===== config.mk =====
export PLATFORM = sky130hd
export DESIGN_NAME = smag_sine_gen
export DESIGN_NICKNAME = d
export VERILOG_FILES = /design/src/rtl/smag_pkg.sv /design/src/rtl/smag_add.sv /design/src/rtl/smag_mult.sv /design/src/rtl/smag_err_shaper.sv /design/src/rtl/smag_sine_gen.sv
export SDC_FILE = /design/constraint.sdc
export NUM_CORES = 1
export LEC_CHECK = 0
export CORE_AREA = 5 5 147 93
export CTS_CLUSTER_DIAMETER = 60
export CTS_CLUSTER_SIZE = 8
export DETAILED_ROUTE_END_ITERATION = 10
export DIE_AREA = 0 0 152 98
export GPL_TIMING_DRIVEN = 0
export PLACE_DENSITY = 0.71
export SETUP_SLACK_MARGIN = 0.2
export SYNTH_ARGS = -nofsm -noshare
export SYNTH_HDL_FRONTEND = slang
export SYNTH_SLANG_ARGS = --single-unit

===== constraint.sdc =====
create_clock -name clk -period 7 [get_ports clk]
set_input_delay 0.7 -clock clk [delete_from_list [all_inputs] [get_ports clk]]
set_output_delay 0.7 -clock clk [all_outputs]
set_load 0.05 [all_outputs]

===== src/rtl/smag_pkg.sv =====
package smag_pkg;
  // step state for the registered-product variant
  typedef enum logic [0:0] {
    STEP_IDLE = 1'b0,
    STEP_MUL  = 1'b1
  } step_e;
endpackage


===== src/rtl/smag_add.sv =====
// Sign-magnitude adder: magnitude gets one extra bit, zero is always positive.
module smag_add #(
  parameter int W = 8
) (
  input  logic         a_s,
  input  logic [W-1:0] a_m,
  input  logic         b_s,
  input  logic [W-1:0] b_m,
  output logic         s_s,
  output logic [W:0]   s_m
);
  logic a_ge;

  always_comb begin
    a_ge = (a_m >= b_m);
    if (a_s == b_s) begin
      s_m = {1'b0, a_m} + {1'b0, b_m};
      s_s = a_s;
    end else if (a_ge) begin
      s_m = {1'b0, a_m} - {1'b0, b_m};
      s_s = a_s;
    end else begin
      s_m = {1'b0, b_m} - {1'b0, a_m};
      s_s = b_s;
    end
    if (s_m == '0) s_s = 1'b0;
  end
endmodule


===== src/rtl/smag_mult.sv =====
// Sign-magnitude multiplier: magnitudes multiply, signs xor, zero product positive.
module smag_mult #(
  parameter int AW = 8,
  parameter int BW = 8
) (
  input  logic            a_s,
  input  logic [AW-1:0]   a_m,
  input  logic            b_s,
  input  logic [BW-1:0]   b_m,
  output logic            p_s,
  output logic [AW+BW-1:0] p_m
);
  assign p_m = {{BW{1'b0}}, a_m} * {{AW{1'b0}}, b_m};
  assign p_s = (a_s ^ b_s) & (|p_m);
endmodule


===== src/rtl/smag_err_shaper.sv =====
// Second-order residue shaper: fb = 2*r(n-1) - r(n-2), or zero when disabled.
module smag_err_shaper #(
  parameter int RW     = 7,
  parameter bit ENABLE = 1'b1,
  localparam int FBM   = RW + 2
) (
  input  logic          clk,
  input  logic          rst,
  input  logic          clr,
  input  logic          adv,
  input  logic          res_s,
  input  logic [RW-1:0] res_m,
  output logic          fb_s,
  output logic [FBM-1:0] fb_m
);
  generate
    if (ENABLE) begin : g_on
      logic          r1_s, r2_s;
      logic [RW-1:0] r1_m, r2_m;
      logic [RW:0]   dbl_m, old_m;

      always_ff @(posedge clk) begin
        if (rst || clr) begin
          r1_s <= 1'b0;
          r1_m <= '0;
          r2_s <= 1'b0;
          r2_m <= '0;
        end else if (adv) begin
          r2_s <= r1_s;
          r2_m <= r1_m;
          r1_s <= res_s;
          r1_m <= res_m;
        end
      end

      assign dbl_m = {r1_m, 1'b0};
      assign old_m = {1'b0, r2_m};

      smag_add #(.W(RW + 1)) u_fb_sum (
        .a_s(r1_s), .a_m(dbl_m),
        .b_s(~r2_s), .b_m(old_m),
        .s_s(fb_s), .s_m(fb_m)
      );

      // a cleared history contributes nothing to the next step
      assert_cleared_history_R6: assert property (@(posedge clk) disable iff (rst)
        clr |=> (fb_m == '0));
    end else begin : g_off
      logic unused_inputs;
      assign unused_inputs = ^{clk, rst, clr, adv, res_s, res_m};
      assign fb_s = 1'b0;
      assign fb_m = '0;
    end
  endgenerate
endmodule


===== src/rtl/smag_sine_gen.sv =====
module smag_sine_gen
  import smag_pkg::*;
#(
  parameter int INT_W     = 1,
  parameter int FRAC_W    = 7,
  parameter int COEF_FRAC = 7,
  parameter bit ERR_FB    = 1'b0,
  parameter bit PIPE      = 1'b0,
  localparam int DW       = INT_W + FRAC_W + 1,
  localparam int CW       = COEF_FRAC + 2
) (
  input  logic          clk,
  input  logic          rst,
  input  logic          load,
  input  logic [CW-1:0] load_coef,
  input  logic [DW-1:0] load_y1,
  input  logic [DW-1:0] load_y2,
  input  logic          run,
  output logic          out_valid,
  input  logic          out_ready,
  output logic [DW-1:0] out_data
);
  localparam int DM  = INT_W + FRAC_W;   // data magnitude bits
  localparam int CM  = COEF_FRAC + 1;    // coefficient magnitude bits
  localparam int PM  = DM + CM;          // full product magnitude
  localparam int WM  = PM + 1;           // product plus feedback
  localparam int RW  = COEF_FRAC;        // discarded fraction bits
  localparam int TM  = WM - RW;          // truncated magnitude
  localparam int FBM = RW + 2;           // feedback magnitude

  logic          y1_s, y2_s, c_s;
  logic [DM-1:0] y1_m, y2_m;
  logic [CM-1:0] c_m;
  logic          valid_q;
  logic [DW-1:0] data_q;

  logic          start, commit, busy, slot_free;

  // product and shaped wide sum
  logic          p_s, w_s, fb_s, st_s;
  logic [PM-1:0] p_m, fb_ext;
  logic [FBM-1:0] fb_m;
  logic [WM-1:0] w_m, st_m;

  // truncation and final add
  logic          t_s, res_s, f_s, ovf, n_s;
  logic [TM-1:0] t_m, y2_ext;
  logic [RW-1:0] res_m;
  logic [TM:0]   f_m;
  logic [DM-1:0] n_m;

  assign slot_free = !valid_q || out_ready;
  assign start     = run && !load && !busy && slot_free;

  smag_mult #(.AW(DM), .BW(CM)) u_mult (
    .a_s(y1_s), .a_m(y1_m),
    .b_s(c_s),  .b_m(c_m),
    .p_s(p_s),  .p_m(p_m)
  );

  smag_err_shaper #(.RW(RW), .ENABLE(ERR_FB)) u_shaper (
    .clk(clk), .rst(rst), .clr(load), .adv(commit),
    .res_s(res_s), .res_m(res_m),
    .fb_s(fb_s), .fb_m(fb_m)
  );

  assign fb_ext = {{(PM - FBM){1'b0}}, fb_m};

  smag_add #(.W(PM)) u_wide_add (
    .a_s(p_s),  .a_m(p_m),
    .b_s(fb_s), .b_m(fb_ext),
    .s_s(w_s),  .s_m(w_m)
  );

  generate
    if (PIPE) begin : g_pipe
      step_e         step_q;
      logic          ws_q;
      logic [WM-1:0] wm_q;

      always_ff @(posedge clk) begin
        if (rst || load)   step_q <= STEP_IDLE;
        else if (start)    step_q <= STEP_MUL;
        else if (commit)   step_q <= STEP_IDLE;
        if (start) begin
          ws_q <= w_s;
          wm_q <= w_m;
        end
      end

      assign busy   = (step_q == STEP_MUL);
      assign commit = busy && !load;
      assign st_s   = ws_q;
      assign st_m   = wm_q;

      // registered product delays the sample by one more edge
      assert_two_cycle_step_R9: assert property (@(posedge clk) disable iff (rst)
        start |=> !out_valid);
    end else begin : g_comb
      assign busy   = 1'b0;
      assign commit = start;
      assign st_s   = w_s;
      assign st_m   = w_m;

      // sample follows the accepting edge directly
      assert_one_cycle_step_R9: assert property (@(posedge clk) disable iff (rst)
        start |=> out_valid);
    end
  endgenerate

  // truncate toward zero: drop RW low bits of the magnitude, keep the remainder
  assign t_m   = st_m[WM-1:RW];
  assign t_s   = st_s & (|t_m);
  assign res_m = st_m[RW-1:0];
  assign res_s = st_s & (|res_m);

  assign y2_ext = {{(TM - DM){1'b0}}, y2_m};

  smag_add #(.W(TM)) u_final_add (
    .a_s(t_s),   .a_m(t_m),
    .b_s(~y2_s), .b_m(y2_ext),
    .s_s(f_s),   .s_m(f_m)
  );

  assign ovf = |f_m[TM:DM];
  assign n_m = ovf ? {DM{1'b1}} : f_m[DM-1:0];
  assign n_s = f_s;

  always_ff @(posedge clk) begin
    if (rst) begin
      y1_s    <= 1'b0;
      y1_m    <= '0;
      y2_s    <= 1'b0;
      y2_m    <= '0;
      c_s     <= 1'b0;
      c_m     <= '0;
      valid_q <= 1'b0;
      data_q  <= '0;
    end else if (load) begin
      y1_s    <= load_y1[DW-1];
      y1_m    <= load_y1[DM-1:0];
      y2_s    <= load_y2[DW-1];
      y2_m    <= load_y2[DM-1:0];
      c_s     <= load_coef[CW-1];
      c_m     <= load_coef[CM-1:0];
      valid_q <= 1'b0;
    end else begin
      if (valid_q && out_ready) valid_q <= 1'b0;
      if (commit) begin
        y2_s    <= y1_s;
        y2_m    <= y1_m;
        y1_s    <= n_s;
        y1_m    <= n_m;
        data_q  <= {n_s, n_m};
        valid_q <= 1'b1;
      end
    end
  end

  assign out_valid = valid_q;
  assign out_data  = data_q;

  assert_reset_idle_R10: assert property (@(posedge clk)
    rst |=> !out_valid);

  assert_load_drops_R2: assert property (@(posedge clk) disable iff (rst)
    load |=> !out_valid);

  assert_stall_hold_R7: assert property (@(posedge clk) disable iff (rst)
    (out_valid && !out_ready && !load) |=> (out_valid && $stable(out_data)));

  assert_no_neg_zero_R5: assert property (@(posedge clk) disable iff (rst)
    out_valid |-> !(out_data[DW-1] && (out_data[DM-1:0] == '0)));

  assert_idle_when_stopped_R8: assert property (@(posedge clk) disable iff (rst)
    (!run && !busy && !out_valid) |=> !out_valid);

  assert_clamp_R4: assert property (@(posedge clk) disable iff (rst)
    (commit && ovf) |=> (out_data[DM-1:0] == {DM{1'b1}}));
endmodule


# After elaboration in Yosys (flattened, before gate mapping)
# Cells that the tools add are included.
totals:
  output_inout_bits: 10
  mem_count: 0
  regBits: 37
  latchBits: 0
  romBits: 0
  ram_bits: 0
classes:
  magnitude_cmp: 2
  n_mul: 1
  add_sub_neg: 4
  shift: 0
  div_mod_pow: 0
  bitwise: 5
  eq_ne: 1
  n_mux: 21
  n_reduce_logical: 15
op_table:
  columns: ["operator", "count"]
  rows:
  - ["$mux 8", 5]
  - ["$mux 17", 2]
  - ["$mux 11", 2]
  - ["$logic_not 17->1", 1]
  - ["$sub 1x16->17 const A", 1]
  - ["$ge 16x1->1 const B", 1]
  - ["$mul 8x8->16", 1]
  - ["$reduce_or 16->1", 1]
  - ["$mux 1", 12]
  - ["$add 10x8->11", 1]
  - ["$logic_not 11->1", 1]
  - ["$sub 10x8->11", 1]
  - ["$sub 8x10->11", 1]
  - ["$ge 10x8->1", 1]
  - ["$reduce_or 10->1", 1]
  - ["$reduce_bool 2->1", 2]
  - ["$logic_and 1x1->1", 3]
  - ["$reduce_or 3->1", 1]
  - ["$and 1x1->1", 2]
  - ["$logic_not 1->1", 2]
  - ["$not 1->1", 2]
  - ["$reduce_and 2->1", 1]
  - ["$reduce_or 2->1", 1]
  - ["$eq 1x1->1", 1]
  - ["other kinds (2)", 2]

# Depth between registers and ports, before layout
# Gate-level depths: netlist of the first run.
depth:
  depth_word: 13
  mapped_depth: 30
  ltp_nobuf: 27

# Hierarchy
# A second synthesis of the first run with hierarchy kept.
unflattened:
  hier_cells: 1086
  area_unflattened_um2: 8360.5
modules_own_cells:
  columns: ["module", "seq_area_each_um2", "area_each_um2", "n_inst", "cells_each"]
  rows:
  - ["smag_add (u_wide_add)", 0.0, 2840.2, 1, 429]
  - ["smag_mult", 0.0, 2317.2, 1, 280]
  - ["smag_sine_gen", 740.7, 1655.3, 1, 172]
  - ["smag_add (u_final_add)", 0.0, 1468.9, 1, 194]
  - ["smag_err_shaper", 0.0, 78.8, 1, 11]

# Worst setup path after synthesis of the first run
# OpenSTA, ideal clock, no wires.
synth_timing:
  kind: "register -> register"
  startpoint: "reg y1_m[3]"
  endpoint: "reg y1_s"
  t_arrival_ps: 6557
  path_buffers: 3
  t_required_ps: 6867
  stages_incl_launch_ff: 27
  period_less_slack_ps: 6690
  path_slack_ps: 310
  path_cell_list: "dfxtp_1 > clkbuf_1 > and2_1 > fa_1 > fa_1 > fa_1 > inv_1 > fa_1 > inv_1 > ha_1 > buf_2 > nand3_2 > or3_1 > a221oi_2 > ha_1 > buf_2 > nand3_1 > o21bai_1 > a32oi_1 > a21oi_1 > nand2_2 > mux2_2 > a31oi_1 > a211o_1 > nand4_1 > o311ai_2 > nand3_1"
synth_via:
  elab_chain_cells: 13
  word_cells_on_any_way: 26
  classes_between: "4 x add/sub; 1 x mul; 2 x order compare; 1 x eq/ne; 12 x mux; 2 x bitwise; 4 x reduce/logical"
synth_rtl:
  columns: ["item", "line_no", "text"]
  rows:
  - ["start: declaration", "smag_sine_gen.sv:32", "logic [DM-1:0] y1_m, y2_m;"]
  - ["start signal: assignment", "smag_sine_gen.sv:141", "y1_m <= load_y1[DM-1:0];"]
  - ["start signal: assignment", "smag_sine_gen.sv:153", "y1_m <= n_m;"]
  - ["$mul 8x8->16 (*)", "smag_mult.sv:13", "assign p_m = {{BW{1'b0}}, a_m} * {{AW{1'b0}}, b_m};"]
  - ["branches (longest 9 deep; another with $sub 1x16->17)", null, null]
  - ["$mux 1 (*)", "smag_add.sv:26", "if (s_m == '0) s_s = 1'b0;"]
  - ["$mux 1 (*)", "smag_sine_gen.sv:149", "if (commit) begin"]
  - ["$mux 1 (*)", "smag_sine_gen.sv:139", "end else if (load) begin"]
  - ["end signal: assignment", "smag_sine_gen.sv:140", "y1_s <= load_y1[DW-1];"]
  - ["end signal: assignment", "smag_sine_gen.sv:152", "y1_s <= n_s;"]
  - ["end: declaration", "smag_sine_gen.sv:31", "logic y1_s, y2_s, c_s;"]
# Every way passes the cells marked *. The select of a mux whose other input is x is not followed.
# A chain may end at the register's enable or synchronous reset.

# Final worst setup path of the first run
layout_timing:
  startpoint: "reg y1_m[7]"
  endpoint: "reg y1_s"
# The elaborated chain is that of the path after synthesis.

==> results of run 1 <==
## metrics by stage
step | cells | hold WS, ns
after CTS | 883 | 0.4674
after detailed placement | 860 | 0.4574
after global routing | 911 | 0.4784
after global placement | 860 | 0.4577
final | 911 | 0.4627
after floorplan | 650 | 0.4806
## registers in the layout (all words and copies together) (netlist names)
name	count
out_data	9
c_m	8
y1_m	8
y2_m	8
c_s	1
out_valid	1
y1_s	1
y2_s	1
## repair_timing
action                     in CTS  in global routing
cloned                          0                  1
setup buffers                  15                 27
gates resized for setup        60                 67
setup endpoints to repair      18                 18
pin swaps                      25                 35
## synth_stat cells (all sizes together), types with 2 or more instances
cell type  instances
a21boi             2
a21o               9
buf                6
nand3b             5
mux2               3
inv               76
ha                61
fa                39
dfxtp             37
xor2               3
o211ai            10
or2                3
o21bai             6
o221ai             3
nand3             14
a2111oi            2
nor3b              3
o311ai             3
nor2b              3
o21a               5
clkbuf            19
a221oi             2
or3                4
nor2              55
a31oi              4
nand4              4
nor3              10
a211oi            12
and2              60
o22ai              3
o31a               2
xnor2              7
nand2b             7
nand4b             2
nand2             55
a211o              8
o41ai              2
a21oi             55
mux2i             10
o21ai             26
## cell usage in the layout, fill, tap and decap left out, drive strengths merged, types with 3 or more instances in the layout
cell / count
or2: 3
mux2i: 10
o311ai: 3
o22ai: 3
clkdlybuf4s50: 40
nor2: 55
clkbuf: 21
nand3b: 5
dfxtp: 37
nand4: 4
a211oi: 12
buf: 54
nand3: 14
nand2b: 7
a21oi: 55
xor2: 3
nor3b: 3
xnor2: 7
ha: 61
o21ai: 26
a21o: 9
o211ai: 10
a211o: 8
inv: 76
nor3: 10
o21bai: 6
o221ai: 3
nand2: 55
nor2b: 3
o21a: 5
fa: 39
and2: 60
a31oi: 4
or3: 4
mux2: 3
## worst paths after layout
kind | from | end | slack, ns | cells after the start
max | y1_m[7] | y1_s | 0.30 | 25
min reg2reg | out_data[8] | out_data[8] | 0.46 | 2
max reg2reg | y1_m[7] | y1_s | 0.30 | 25
min | out_data[8] | out_data[8] | 0.46 | 2
## power breakdown
group / switching (mW) / internal [mW]
logic: 0.566 / 0.440
clock network: 0.0858 / 0.178
registers: 0.0242 / 0.232
total: 0.676 / 0.849
## kinds of logic (layout without fill, tap and decap cells)
| kind of cell | after synthesis | in the layout | share of synthesized area, % |
|---|---|---|---|
| XOR/XNOR | 10 | 10 | 1.834 |
| AO/OA/AOI/OAI | 162 | 162 | 21.89 |
| adder cells (fa/ha/maj) | 100 | 100 | 29.78 |
| buffers and inverters | 101 | 192 | 7.409 |
| AND/OR/NAND/NOR | 227 | 227 | 22.15 |
| multiplexers | 13 | 13 | 2.654 |
| flip-flops | 37 | 37 | 14.29 |
## layout make-up
type | instances | area (um^2)
well taps | 170 | 212.7
plain buffers | 25 | 152.6
inverters | 76 | 285.3
repair buffers | 83 | 733.2
fillers | 1110 | 5523
clock buffers | 7 | 142.6
flip-flops and latches | 37 | 754.5
clock inverters | 1 | 30.03
multi-input cells | 512 | 4498
## layer usage
layer  GRT usage [%]  wire [um]  up-vias
met2           29.60       6657      264
met1           32.11       7595     2405
met5               0          0        -
met4           3.315        193        0
met3           5.182       1761       29
li1                -          -     2394
## worst min-delay path: cells and delay by family (launching register included)
kind	cells	cell delay, ns
compound gates	1	0.05
simple gates	1	0.06
flops	1	0.31
==> run_results.csv, run 1 <==
group,metric,value,unit
flow_run,cap_violations,0,
placed_design,port_buffers,40,
critical_path,end_kind,"register",
sta,tns,0,ns
final_layout,diodes,0,
clock_network,clock_sinks,37,
synth,synth_top_area_cell,"fa_1",
synth,synth-seq-cells,37,
clock_network,cts_buffer_depth,2,
grt,grt_pass1_vias,4839,
drt,vias,5092,
clock_network,cts_max_level,2,
clock_network,clock_tree.root_cell,"clkbuf_16",
clock_network,cts_tree,"built",
sta,setup_slack,0.2951,ns
floorplan,dieArea,14900,um^2
drt,dr.pass1.iters,5,
critical_path,critPathTopFamily,"adder cells",
clock_network,clkLatencyLatePin,0.28,ns
synth,ys_types,68,
synth,yosysWarnings,0,
critical_path,crit_buf_inv,4,
drt,detail_route.iter0.violations,457,
synth,synthArstFlopShare,0,%
critical_path,critPathKind,"reg2reg",
placed_design,dpl_cell_area,5798,um^2
grt,grt_max_degree,12,
pwr,powerDensity,224.0,nW/um^2
synth,synth_top_area_share,15.06,%
drt,ant_nets,0,
synth,synth_edf_count,0,
placed_design,hpwl,12280,um
synth,synth_area_leaders,"fa_1 15%, ha_1 15%, dfxtp_1 14%",
floorplan,core_area,12330,um^2
grt,grt.overflow.total,0,
synth,synth-seq-area-share,14.29,%
sta,finClkSkew,0.004232,ns
sta,finalSetupViolCount,0,
synth,synth_ff_type,"dfxtp_1",
pwr,ir_drop,0.0001296,V
synth,syn-cell-area,5185,um^2
critical_path,critPathMaxFanout,9,
drt,via_per_inst,5.589,
placed_design,gp_congestion,0.9350,
floorplan,row_count,32,
floorplan,initial_utilization,42.05,%
critical_path,arrival,6.85,ns
floorplan,die_x,152,um
clock_network,path_clk_slew,0.06,ns
grt,grt_pass1_wl,25690,um
final_layout,syn2layout_area_growth,31.32,%
floorplan,die_h,98,um
drt,drt-total-wl,16210,um
drt,wl_per_cell,17.79,um
sta,layout_min_cycle_time,6.705,ns
pwr,power,1.525,mW
grt,grt_use_total,20.81,%
run_status,status,"completed",
floorplan,ios,42,
synth,syn_avg_cell_area,7.977,um^2
clock_network,cts_buffers,5,
sta,finalHoldViolCount,0,
critical_path,cpMostUsedCell,"fa_1",
final_layout,fin_area,6809,um^2
sta,rsz0062_at_grt,"yes",
final_layout,drive_above_1_share,20.24,%
critical_path,cpPeakStageDelay,0.57,ns
pwr,power_leakage,3.085,nW
sta,post-route-period-util,95.78,%
sta,tightestPinTransition,0.7746,ns
final_layout,fin_nets,872,
final_layout,fin_util,55.22,%
placed_design,dpl_worst_slack,-1.105,ns
clock_network,holdBufCountCts,0,
critical_path,critPathLaunchType,"register",
worst_hold_path,hp-class,"reg2reg",
synth,syn_inst,650,
grt,antenna_found_initial,0,
sta,timing.slew.headroom,47.99,%
synth,syn-num-nets,782,
sta,max_freq,0.1491,GHz
critical_path,cp_slowest_cell,"fa_1",
critical_path,critical_path_required,7.15,ns
sta,slew_viol_final,0,
drt,drc,0,
Power figures use the tool's default switching activity.
==> run 2, diff against run 1 <==
- CORE_AREA: 5 5 147 93 -> 5 5 115 117
- DIE_AREA: 0 0 152 98 -> 0 0 120 122
- PLACE_DENSITY: 0.71 -> 0.73
- SKIP_CTS_REPAIR_TIMING: default -> 1
==> run 2 against run 1 <==
  * Register-to-register slack lost 0.07 ns
  * Hold slack improved by 0.014 ns
  * Die area decreased by 1.7%
  * Clock power down 9.8%
  * Total power decreased by 3.1%
  * Highest routed layer unchanged
==> run_results.csv, run 2 (synthesis results as in run 1) <==
group,metric,value,unit
pwr,power_leakage,3.040,nW
floorplan,die_h,122,um
sta,rsz0062_at_grt,"yes",
sta,max_freq,0.1476,GHz
critical_path,critPathLaunchType,"register",
critical_path,critPathTopFamily,"adder cells",
drt,vias,5162,
final_layout,fin_nets,864,
grt,grt_pass1_wl,23450,um
critical_path,critPathMaxFanout,10,
clock_network,cts_max_level,2,
final_layout,seq_area,750.7,um^2
final_layout,syn2layout_area_growth,29.39,%
pwr,ir_drop,0.0001416,V
final_layout,final_common_cell,"inv_1",
placed_design,hpwl,11360,um
sta,timing.slew.headroom,45.10,%
grt,grt.overflow.total,0,
pwr,powerDensity,220.3,nW/um^2
critical_path,critical_path_required,7.15,ns
pwr,combPwrFrac,66.7,%
drt,wl_per_cell,17.91,um
placed_design,dpl.cell_count,840,
placed_design,port_buffers,40,
critical_path,cp_slowest_cell,"fa_1",
sta,finalHoldViolCount,0,
grt,grt_max_degree,13,
final_layout,num-fill-cells,1040,
sta,tightestPinTransition,0.8177,ns
flow_run,cap_violations,0,
floorplan,initial_utilization,42.29,%
sta,finalSetupViolCount,0,
drt,detail_route.iter0.violations,410,
final_layout,largest_register_ffs,9,
placed_design,gp_congestion,1.007,
critical_path,end_kind,"register",
worst_hold_path,hp-class,"reg2reg",
drt,via_per_inst,5.846,
final_layout,final_cell_mix,"73 x inv_1, 55 x and2_1, 52 x nand2_1, 52 x ha_1, 51 x nor2_1",
drt,ant_nets,0,
final_layout,fin_util,54.72,%
sta,slew_viol_final,0,
pwr,pwr-share-clk,16.1,%
pwr,seqPwrFrac,17.2,%
clock_network,path_clk_slew,0.06,ns
final_layout,multi_input_comb_area,4521,um^2
clock_network,clock_tree.root_cell,"clkbuf_16",
floorplan,row_count,41,
floorplan,ios,42,
pwr,power.internal,0.8032,mW
final_layout,fin_cells,883,
clock_network,cts_buffers,5,
critical_path,critPathKind,"reg2reg",
critical_path,crit_buf_inv,4,
drt,dr.pass1.iters,5,
sta,layout_min_cycle_time,6.775,ns
pwr,p_sw_share,45.65,%
drt,drc,0,
clock_network,cts_tree,"built",
grt,grt_pass1_vias,4893,
clock_network,cts_buffer_depth,2,
grt,grt_use_total,19.52,%
sta,post-route-period-util,96.78,%
clock_network,clkLatencyLatePin,0.28,ns
final_layout,diodes,0,
run_status,status,"completed",
critical_path,r2r_slack,0.23,ns
grt,antenna_found_initial,0,
floorplan,die_x,120,um
floorplan,core_area,12260,um^2
floorplan,dieArea,14640,um^2
critical_path,arrival,6.93,ns
sta,finClkSkew,0.004829,ns
critical_path,cpMostUsedCell,"fa_1",
critical_path,cpPeakStageDelay,0.55,ns
drt,drt-total-wl,15810,um
pwr,p_sw,0.6746,mW
clock_network,clock_sinks,37,
final_layout,drive_above_1_share,19.78,%
## run 2: per-layer routing
layer / global-route usage (%) / part of all wire [%] / routed length [um] / vias to the layer above
li1: - / - / - / 2381
met1: 25.38 / 41 / 6415 / 2457
met2: 34.60 / 50 / 7866 / 273
met3: 1.996 / 7.1 / 1128 / 51
met4: 5.225 / 2.6 / 404 / 0
met5: 0 / 0 / 0 / -
## run 2: worst register-to-register path, stage by stage, from the launching register on
cell and delay (ns):
dfxtp_1 0.29, buf_2 0.18, and2_1 0.19, fa_1 0.45, fa_1 0.55, inv_1 0.06, fa_1 0.49, inv_1 0.05
fa_1 0.48, ha_4 0.29, a21o_1 0.20, a21oi_2 0.18, nand2_1 0.11, o311ai_4 0.35, nand2_2 0.15, ha_4 0.31
a21o_1 0.20, a21oi_2 0.23, a32oi_4 0.17, a21oi_4 0.26, buf_4 0.16, a31oi_1 0.13, or2_2 0.34, a211oi_4 0.28
nor2_1 0.09, o311ai_2 0.35, nand3_1 0.12
## run 2: cell type report
cell class | count | area share, %
sequential | 37 | 11.19
multi-input combinational | 513 | 67.38
clock buffer | 7 | 2.275
timing repair buffer | 74 | 9.791
clock inverter | 1 | 0.1305
tap | 150 | 2.797
inverter | 76 | 4.252
buffer | 25 | 2.182
## run 2: through the flow
stage	TNS (ns)	setup WS, ns	hold WS [ns]	instance area [um^2]	total power [mW]
after floorplan	0	0.3098	0.4806	5185	0.7600
after detailed placement	-9.008	-0.9858	0.4727	5773	0.9592
after global routing	0	0.01854	0.4965	6709	1.549
after CTS	-9.372	-0.9945	0.4828	5934	1.198
after global placement	-7.004	-0.8972	0.4610	5773	0.9363
final	0	0.2255	0.4762	6709	1.478
## run 2: final timing paths
check,end,start,cells after the start
setup / recovery,y1_s,y1_m[1],26
hold / removal,out_data[8],out_data[8],2
setup reg to reg,y1_s,y1_m[1],26
hold reg to reg,out_data[8],out_data[8],2
## run 2: power by group through the flow
stage               clock (mW)  combinational (mW)  sequential [mW]
finish                   0.238               0.985            0.254
global route             0.248                1.05            0.256
CTS                      0.239               0.707            0.252
detailed placement           0               0.703            0.257
global placement             0               0.681            0.255
floorplan                    0               0.488            0.272
